===== src/rtl/ddr_cmd_tracker.sv =====
module ddr_cmd_tracker #(
  parameter int ROW_W = 14
) (
  input  logic                 clk,
  input  logic                 rst,
  input  logic                 cke,
  input  logic                 cs_n,
  input  logic                 ras_n,
  input  logic                 cas_n,
  input  logic                 we_n,
  input  logic [1:0]           ba,
  input  logic [ROW_W-1:0]     addr,
  output logic [3:0]           bank_open,
  output logic [4*ROW_W-1:0]   open_rows,
  output logic [ROW_W-1:0]     mode_reg,
  output logic [ROW_W-1:0]     ext_mode_reg,
  output logic [1:0]           pwr_state,
  output logic [2:0]           last_cmd,
  output logic                 burst_busy,
  output logic                 proto_err,
  output logic                 cke_err
);
  localparam logic [1:0] PS_NORM = 2'd0, PS_PPD = 2'd1, PS_APD = 2'd2, PS_SR = 2'd3;
  localparam logic [3:0] K_ACT = 4'b0011, K_RD = 4'b0101, K_WR = 4'b0100,
                         K_PRE = 4'b0010, K_REF = 4'b0001, K_LMR = 4'b0000;

  logic [3:0] code;
  logic [2:0] burst_left, burst_len;
  logic       hit, any_open, auto_pre;

  assign code       = {cs_n, ras_n, cas_n, we_n};
  assign hit        = bank_open[ba];
  assign any_open   = |bank_open;
  assign auto_pre   = addr[10];
  assign burst_busy = burst_left != 3'd0;

  always_comb begin
    case (mode_reg[2:0])
      3'b010:  burst_len = 3'd2;
      3'b011:  burst_len = 3'd4;
      default: burst_len = 3'd1;
    endcase
  end

  always_ff @(posedge clk) begin
    if (rst) begin
      bank_open    <= '0;
      open_rows    <= '0;
      mode_reg     <= '0;
      ext_mode_reg <= '0;
      pwr_state    <= PS_NORM;
      last_cmd     <= 3'd0;
      burst_left   <= '0;
      proto_err    <= 1'b0;
      cke_err      <= 1'b0;
    end else begin
      proto_err <= 1'b0;
      cke_err   <= 1'b0;
      last_cmd  <= 3'd0;
      if (burst_busy) burst_left <= burst_left - 3'd1;
      if (pwr_state != PS_NORM) begin
        if (cke) pwr_state <= PS_NORM;
      end else if (!cke) begin
        if (burst_busy) cke_err <= 1'b1;
        if (any_open)            pwr_state <= PS_APD;
        else if (code == K_REF)  pwr_state <= PS_SR;
        else                     pwr_state <= PS_PPD;
      end else if (cs_n) begin
        last_cmd <= 3'd7;
      end else begin
        case (code)
          K_ACT: begin
            last_cmd <= 3'd1;
            if (hit) proto_err <= 1'b1;
            else begin
              bank_open[ba] <= 1'b1;
              open_rows[int'(ba)*ROW_W +: ROW_W] <= addr;
            end
          end
          K_RD, K_WR: begin
            last_cmd <= (code == K_RD) ? 3'd2 : 3'd3;
            if (!hit) proto_err <= 1'b1;
            else begin
              burst_left <= burst_len;
              if (auto_pre) bank_open[ba] <= 1'b0;
            end
          end
          K_PRE: begin
            last_cmd <= 3'd4;
            if (auto_pre) bank_open <= '0;
            else          bank_open[ba] <= 1'b0;
          end
          K_REF: begin
            last_cmd <= 3'd5;
            if (any_open) proto_err <= 1'b1;
          end
          K_LMR: begin
            last_cmd <= 3'd6;
            if (ba == 2'd0) mode_reg <= addr;
            if (ba == 2'd1) ext_mode_reg <= addr;
          end
          default: last_cmd <= 3'd0;
        endcase
      end
    end
  end
endmodule



===== config.mk =====
export PLATFORM = sky130hd
export DESIGN_NAME = ddr_cmd_tracker
export DESIGN_NICKNAME = d
export VERILOG_FILES = /design/src/rtl/ddr_cmd_tracker.sv
export SDC_FILE = /design/constraint.sdc
export NUM_CORES = 1
export LEC_CHECK = 0
export BUFFER_PORTS_ARGS = -buffer_cell sky130_fd_sc_hd__buf_4
export CAP_MARGIN = 10
export CORE_UTILIZATION = 49
export CTS_CLUSTER_DIAMETER = 200
export DETAILED_ROUTE_END_ITERATION = 8
export PLACE_DENSITY = 0.8
export SKIP_CTS_REPAIR_TIMING = 1
export SLEW_MARGIN = 20
export SYNTH_ARGS = -nofsm -noshare
export SYNTH_HDL_FRONTEND = slang
export SYNTH_SLANG_ARGS = --single-unit
export TNS_END_PERCENT = 5

===== constraint.sdc =====
create_clock -name clk -period 3.13 [get_ports clk]
set_input_delay 0.1565 -clock clk [delete_from_list [all_inputs] [get_ports clk]]
set_output_delay 0.1565 -clock clk [all_outputs]
set_load 0.01 [all_outputs]

Word-level counts from Yosys, hierarchy flattened
Cells that the tools add are included.
{"block": "op_classes", "n_mul": 1, "reduce_logical": 16, "addsub": 2, "bitwise": 7, "muxes": 30, "n_lt_le_gt_ge": 2, "n_eq_ne": 13, "shift": 2}
{"operator": "bitwise mux 56 bit", "count": 1}
{"operator": "variable shift 14 x 33 -> 56 bit, first input constant", "count": 1}
{"operator": "variable part select 14 x 33 -> 56 bit", "count": 1}
{"operator": "negation 6 -> 33 bit", "count": 1}
{"operator": "2-to-1 mux 3 bit", "count": 7}
{"operator": "2-to-1 mux 4 bit", "count": 4}
{"operator": "one-hot mux 3 bit (5 select lines)", "count": 1}
{"operator": "AND reduction 5 bit", "count": 3}
{"operator": "one-hot mux 4 bit (3 select lines)", "count": 1}
{"operator": "2-to-1 mux 2 bit", "count": 5}
{"operator": "equality test 4 x 2 -> 1 bit, second input constant", "count": 2}
{"operator": "equality test 4 x 3 -> 1 bit, second input constant", "count": 2}
{"operator": "inequality test 2 bit, second input constant", "count": 4}
{"operator": "OR reduction 4 bit", "count": 2}
{"operator": "2-to-1 mux 1 bit", "count": 7}
{"operator": "AND reduction 7 bit", "count": 1}
{"operator": "equality test 3 x 2 -> 1 bit, second input constant", "count": 2}
{"operator": "one-hot mux 3 bit (2 select lines)", "count": 1}
{"operator": "nonzero test 3 bit", "count": 2}
{"operator": "OR reduction 3 bit", "count": 2}
{"operator": "multiplier 2 x 3 -> 5 bit, second input constant", "count": 1}
{"operator": "AND 4 bit", "count": 1}
{"operator": "equality test 4 x 1 -> 1 bit, second input constant", "count": 1}
{"operator": "logical NOT 4 bit", "count": 1}
{"operator": "16 further kinds", "count": 19}
{"block": "totals", "word_cells": 82, "register_bits": 98}

Longest topological paths before layout
Gate-level depths: netlist (run 1).
{"block": "depth", "ltp_word": 9, "ltp_mapped": 12}

Worst setup path after synthesis (run 1)
Ideal clock, no wire load.
{"block": "synth_path", "path_kind": "in2reg", "from": "input port ba[0]", "to": "register open_rows[34]", "required_time_ns": 2.999, "path_buffers": 6, "cell_stages": 12, "arrival_time_ns": 2.786, "slack_ns": 0.213, "setup_time_ns": 0.131, "cell_sequence": "buf_6 > clkbuf_1 > buf_2 > inv_1 > ha_1 > buf_2 > clkbuf_1 > buf_1 > mux2i_1 > nor3_1 > a311oi_1 > nor3_1"}
{"block": "synth_via", "elab_chain_len": 4}
{"item": "from (decl)", "line": "11", "rtl": "input logic [1:0] ba,"}
{"item": "multiplier 2 x 3 -> 5 bit / binary-select mux 1 bit (select 2 bit) (equally long branches)", "line": "77, 32"}
{"item": "negation 6 -> 33 bit / 2-to-1 mux 1 bit (equally long branches)", "line": "77, 32"}
{"item": "variable part select 14 x 33 -> 56 bit (tied with other cells)", "line": "77", "rtl": "open_rows[int'(ba)*ROW_W +: ROW_W] <= addr;"}
{"item": "bitwise mux 56 bit / AND reduction 5 bit (equally long branches)"}
{"item": "to (signal, indexed assignment)", "line": "77"}
{"item": "to (decl)", "line": "14", "rtl": "output logic [4*ROW_W-1:0] open_rows,"}
Several ways; a longest one is shown, not always the timed one. The select of a mux whose other input is x is not followed.
A chain may end at the register's enable or synchronous reset.

Final worst setup path (run 1)
{"block": "layout_path", "from": "register pwr_state[0]", "to": "register open_rows[48]"}
{"block": "layout_via", "elab_chain_len": 3}
{"item": "from (decl)", "line": "17", "rtl": "output logic [1:0] pwr_state,"}
{"item": "from (signal assigned)", "line": "51", "rtl": "pwr_state <= PS_NORM;"}
{"item": "from (signal assigned)", "line": "62", "rtl": "if (cke) pwr_state <= PS_NORM;"}
{"item": "from (signal assigned)", "line": "65", "rtl": "if (any_open) pwr_state <= PS_APD;"}
{"item": "nonzero test 2 bit", "line": "61", "rtl": "if (pwr_state != PS_NORM) begin"}
{"item": "inverter 1 bit (no line)"}
{"item": "AND reduction 5 bit (no line)"}
No other way between the ends.

==> results of run 1 <==
-- cell usage after synthesis (all sizes together), types with 4 or more instances --
| cell type | instances | area (µm²) |
|---|---|---|
| a221oi | 7 | 61.3 |
| a32oi | 6 | 52.6 |
| mux2 | 6 | 67.6 |
| mux4 | 5 | 113 |
| inv | 9 | 33.8 |
| o21a | 4 | 30.0 |
| o22ai | 7 | 43.8 |
| a22oi | 8 | 60.1 |
| nand2 | 71 | 277 |
| nor2 | 74 | 278 |
| o21ai | 32 | 198 |
| nor3b | 6 | 45.0 |
| a22o | 4 | 35.0 |
| nand2b | 9 | 56.3 |
| mux2i | 40 | 400 |
| a31oi | 5 | 31.3 |
| nor3 | 14 | 81.3 |
| ha | 9 | 113 |
| nor2b | 6 | 37.5 |
| dfxtp | 98 | 1960 |
| nand3b | 7 | 52.6 |
| nor4 | 4 | 25.0 |
| nand3 | 11 | 60.1 |
| or3 | 10 | 67.6 |
| a21oi | 35 | 179 |
| buf | 11 | 70.1 |
| and2 | 5 | 31.3 |
| a311oi | 4 | 35.0 |
| clkbuf | 33 | 124 |
-- cell type report --
class / instances / area [µm²] / area share
multi-input cells: 432 / 2790 / 0.446
flip-flops and latches: 98 / 1960 / 0.313
repair buffers: 144 / 1080 / 0.173
inverters: 10 / 37.5 / 0.00600
clock inverters: 7 / 93.8 / 0.0150
well taps: 133 / 166 / 0.0266
clock buffers: 9 / 124 / 0.0198
-- final timing paths --
kind	slack (ns)	cells past startpoint	to	startpoint
worst max register to register	0.76	6	open_rows[48]$_SDFFE_PP0P_	pwr_state[0]$_SDFFE_PP0P_
worst min register to register	0.46	2	open_rows[46]$_SDFFE_PP0P_	open_rows[46]$_SDFFE_PP0P_
worst max-delay path	0.76	6	open_rows[48]$_SDFFE_PP0P_	pwr_state[0]$_SDFFE_PP0P_
worst min-delay path	0.07	2	last_cmd[0]$_SDFF_PP0_	cs_n
-- cells in the final DEF (no fill, tap or decap), drive strengths merged, types with 3 or more instances in the layout --
cell type,synthesis,final
nand3,11,11
nor2b,6,6
and3,3,3
a22o,4,4
nand2,71,71
a311oi,4,4
or3,10,10
mux4,5,5
and2,5,5
a32oi,6,6
ha,9,9
nor3,14,14
nand2b,9,9
o21ai,32,32
clkinv,1,4
a31oi,5,5
a221oi,7,7
nor2,74,74
o2bb2ai,3,3
a2bb2oi,3,3
o21a,4,4
buf,11,143
a22oi,8,8
a21oi,35,35
clkbuf,33,9
o22ai,7,7
mux2i,40,40
dfxtp,98,98
a211oi,3,3
nand3b,7,7
nor3b,6,6
nor4,4,4
inv,9,9
mux2,6,6
-- critical path, stage by stage, from the launching register on --
cell and delay, ns:
dfxtp_1 0.35, or4b_1 0.65, nor3_4 0.35, buf_4 0.21, nand3_2 0.16, or3_4 0.42, o21ai_1 0.15
-- power by group through the flow --
| stage | Combinational [mW] | Sequential (mW) | Clock (mW) |
|---|---|---|---|
| 3_5_place_dp | 0.502 | 1.31 | 0 |
| 3_3_place_gp | 0.495 | 1.31 | 0 |
| 6_report | 0.513 | 1.28 | 0.901 |
| 4_1_cts | 0.504 | 1.28 | 0.914 |
| 5_1_grt | 0.553 | 1.29 | 0.960 |
| 2_1_floorplan | 0.322 | 1.32 | 0 |
-- metrics by stage --
step | power, mW | worst slack [ns] | instance area [µm²] | instances | hold WS, ns
3_3_place_gp | 1.81 | 0.634 | 6030 | 816 | 0.350
5_1_grt | 2.80 | 0.601 | 6260 | 833 | 0.0711
4_1_cts | 2.70 | 0.737 | 6250 | 832 | -0.0468
6_report | 2.70 | 0.760 | 6260 | 833 | 0.0675
3_5_place_dp | 1.82 | 0.575 | 6030 | 816 | 0.357
2_1_floorplan | 1.64 | 0.213 | 4980 | 584 | 0.236
-- layer usage --
metal | vias to the layer above | GRT usage | part of all wire
met5 | - | 0 | 0
met4 | 0 | 0.144 | 0.029
met3 | 39 | 0.0529 | 0.078
met2 | 240 | 0.488 | 0.46
met1 | 2284 | 0.401 | 0.43
li1 | 2321 | - | -
-- logic make-up after synthesis --
logic type,count (synthesis),share of synthesized area
muxes,51,0.116
DFF,98,0.394
buffers and inverters,54,0.0464
xor gates and xnor gates,1,0.00176
and+or+nand+nor,234,0.231
adders and majority gates,9,0.0226
AOI/OAI and AO/OA,137,0.188
==> reports/metrics.yaml, run 1 <==
fmax_ghz: 0.422
die_w_um: 103
syn-num-nets: 616
p_sw_mw: 0.775
clockRootBuffer: "clkbuf_8"
rsz0062_at_grt: "false"
largest_reg_flops: 56
htreeDepth: 3
numCtsBuffers: 9
drc: 0
ant_nets: 0
antenna_found_initial: 0
area_growth_pct: 25.6
ys_async_sr_fraction: 0
gr-total-overflow: 0
cts_sinks: 98
clock_skew_ns: 0.00789
coreArea_um2: 9820
diodes: 0
grt_pass1_wl_um: 24300
cts_buffer_depth: 2
worstSkewPairLatency_ns: 0.37
slew_headroom: 0.375
seqPwrFrac: 0.476
die_area_um2: 10600
ys_warn_count: 0
grt_pass1_vias: 4586
irDropWorstVdd_uv: 305
final_nets: 727
fin_crit_sh: 0.757
dr.pass1.iters: 5
place_congestion: 0.961
status: "finished clean"
min_period_ns: 2.37
grt_max_degree: 80
core.rowCount: 36
power_density_nw_per_um2: 431
io_buffer_count: 118
setup-violations-final: 0
p_sw_frac: 0.287
syn_area_um2: 4980
postSynthAreaPerCell_um2: 8.54
clock_power_share: 0.334
worst-slew-pin-transition_ns: 0.938
synth_edf_count: 0
cp.required_ns: 3.43
ys.flop_type: "dfxtp_1"
critPathLaunchType: "flop"
start_util: 0.508
hpwl_um: 11400
cts.clk_slew.worst_paths_ns: 0.09
slew_violations: 0
grt_use_total: 0.305
vias: 4884
viasPerCell: 5.86
finalHoldViolCount: 0
tns_ns: 0
hold_path_class: "in2reg"
drt_iter0_drc: 434
cp.arrival_ns: 2.67
maxCapViolations: 0
critPathCaptureType: "flop"
fillers: 881
ys_types: 67
ys_seq_elements: 98
crit_type: "reg2reg"
p_leak_nw: 2.76
fin_util: 0.637
chipHeight_um: 103
p_int_mw: 1.92
combPwrFrac: 0.190
post_route_cells_drive_above_1_share: 0.269
path_max_fanout: 7
ys_seq_area_frac: 0.394
cts_tree: "done"
wire_per_inst_um: 18.6
syn-instance-count: 584
ios: 119
drt_wl_total_um: 15500
(Power assumes the default switching activity.)
==> run 2, diff against run 1 <==
Settings changed: CORE_UTILIZATION 49 to 54, PLACE_DENSITY 0.8 to 0.83.
Clock period 3.13 ns to 2.2 ns, I/O delays scaled along.
==> run 2 against run 1 <==
  * The run now ends with DRC left
  * Count of clock-buffer cells in the layout stayed put
  * Fmax is 13% higher
  * Sequential share of layout area is 1.6 points lower
  * Die area is 9.1% lower
  * Cell count is 1.7% higher
  * Largest cell class unchanged
  * Largest power group unchanged
  * Highest routed layer unchanged
==> reports/metrics.yaml, run 2 (same netlist as run 1, synthesis figures left out) <==
status: "finished with violations"
violations: "DRC"
regArea_um2: 1960
setup-violations-final: 0
finalPower_mw: 3.86
numCtsBuffers: 9
cp.arrival_ns: 2.41
grt_max_degree: 80
path_max_fanout: 6
largest_reg_flops: 56
p_int_mw: 2.70
cts_tree: "done"
final_nets: 766
fin_ws_ns: 0.0966
seqPwrFrac: 0.473
hpwl_um: 12000
coreArea_um2: 8850
fillers: 696
clock_skew_ns: 0.0130
finalHoldViolCount: 0
layout_common_cells: "179 x buf_4, 98 x dfxtp_1, 74 x nor2_1"
cp.required_ns: 2.51
critPathLaunchType: "flop"
p_sw_frac: 0.300
slew_violations: 0
cts_buffer_depth: 2
drc: 9
place_congestion: 1.01
post_route_cells_drive_above_1_share: 0.321
core.rowCount: 34
clockRootBuffer: "clkbuf_8"
fin_crit_sh: 0.956
p_sw_mw: 1.16
diodes: 0
cts_sinks: 98
fmax_ghz: 0.475
tns_ns: 0
pre_cts_ws_ns: -0.0553
cts.clk_slew.worst_paths_ns: 0.10
start_util: 0.563
antenna_found_initial: 0
worstPathCellList: "mux4_2 -> nor3_4 -> buf_4 -> buf_4 -> nand3_2 -> or3_4 -> o21ai_1"
grt_pass1_wl_um: 25400
holdWs_ns: 0.0132
max_stage_delay_ns: 0.52
drt_iter0_drc: 540
gr-total-overflow: 0
critPathCaptureType: "flop"
viasPerCell: 6.02
irDropWorstVdd_uv: 633
worstSkewPairLatency_ns: 0.38
slew_headroom: 0.470
drt_wl_total_um: 16100
combPwrFrac: 0.215
ios: 119
area_growth_pct: 32.1
vias: 5096
grt_pass1_vias: 4898
htreeDepth: 3
crit_type: "reg2reg"
dr.pass1.iters: 8
path_common_cell: "buf_4"
hold_path_class: "in2reg"
wire_per_inst_um: 19.0
chipHeight_um: 98.1
multiInputGateArea_um2: 2840
p_leak_nw: 2.95
layout_commonest_cell: "buf_4"
die_w_um: 98.1
ant_nets: 0
grt_use_total: 0.341
power_density_nw_per_um2: 587
critPathSlowestCell: "mux4_2"
worst-slew-pin-transition_ns: 0.795
clock_power_share: 0.312
maxCapViolations: 0
die_area_um2: 9620
min_period_ns: 2.10
io_buffer_count: 118
==> run 2: cell count changes in the layout (fill, tap and decap cells not counted), moves of 2 or more <==
cell     delta
a21oi_1     -2
buf_4      +36
a21oi_2     +2
buf_12      +2
==> run 2: layout make-up <==
cell class / instances / share of cell area
Timing Repair Buffer: 183 / 0.213
Inverter: 10 / 0.00646
Clock inverter: 7 / 0.0120
Clock buffer: 9 / 0.0188
Tap cell: 108 / 0.0205
Multi-Input combinational cell: 432 / 0.431
Sequential cell: 98 / 0.298
==> run 2: worst max-delay path, delay by kind of cell (launching register included) <==
kind	cells	cell delay, ns
mux	1	0.52
buf+inv	2	0.30
simple gates	3	0.67
compound gates	1	0.14
flops	1	0.38
==> run 2: worst paths after layout <==
kind / slack [ns] / startpoint / end / depth (start not counted)
worst max register to register: 0.1 / bank_open[0]$_SDFFE_PP0P_ / open_rows[49]$_SDFFE_PP0P_ / 7
worst min register to register: 0.46 / open_rows[37]$_SDFFE_PP0P_ / open_rows[37]$_SDFFE_PP0P_ / 2
worst max-delay path: 0.1 / bank_open[0]$_SDFFE_PP0P_ / open_rows[49]$_SDFFE_PP0P_ / 7
worst min-delay path: 0.01 / cs_n / last_cmd[2]$_SDFF_PP0_ / 2
==> run 2: power by group through the flow <==
stage / combinational [mW] / sequential (mW) / clock (mW)
finish: 0.831 / 1.83 / 1.21
CTS: 0.810 / 1.83 / 1.22
global placement: 0.790 / 1.87 / 0
global route: 0.897 / 1.83 / 1.29
detailed placement: 0.807 / 1.87 / 0
floorplan: 0.478 / 1.87 / 0
==> run 2: metal layers <==
| metal | share of wire | GRT usage | vias to the layer above | routed length (µm) |
|---|---|---|---|---|
| li1 | - | - | 2398 | - |
| met1 | 0.44 | 0.453 | 2385 | 7030 |
| met2 | 0.45 | 0.539 | 263 | 7310 |
| met3 | 0.078 | 0.0573 | 50 | 1250 |
| met4 | 0.033 | 0.161 | 0 | 528 |
| met5 | 0 | 0 | - | 0 |
==> run 2: metrics by stage <==
step | util | area (µm²) | std cells
CTS | 0.739 | 6540 | 844
global placement | 0.716 | 6340 | 828
global route | 0.744 | 6590 | 847
finish | 0.744 | 6590 | 847
floorplan | - | 5050 | 584
detailed placement | 0.716 | 6340 | 828
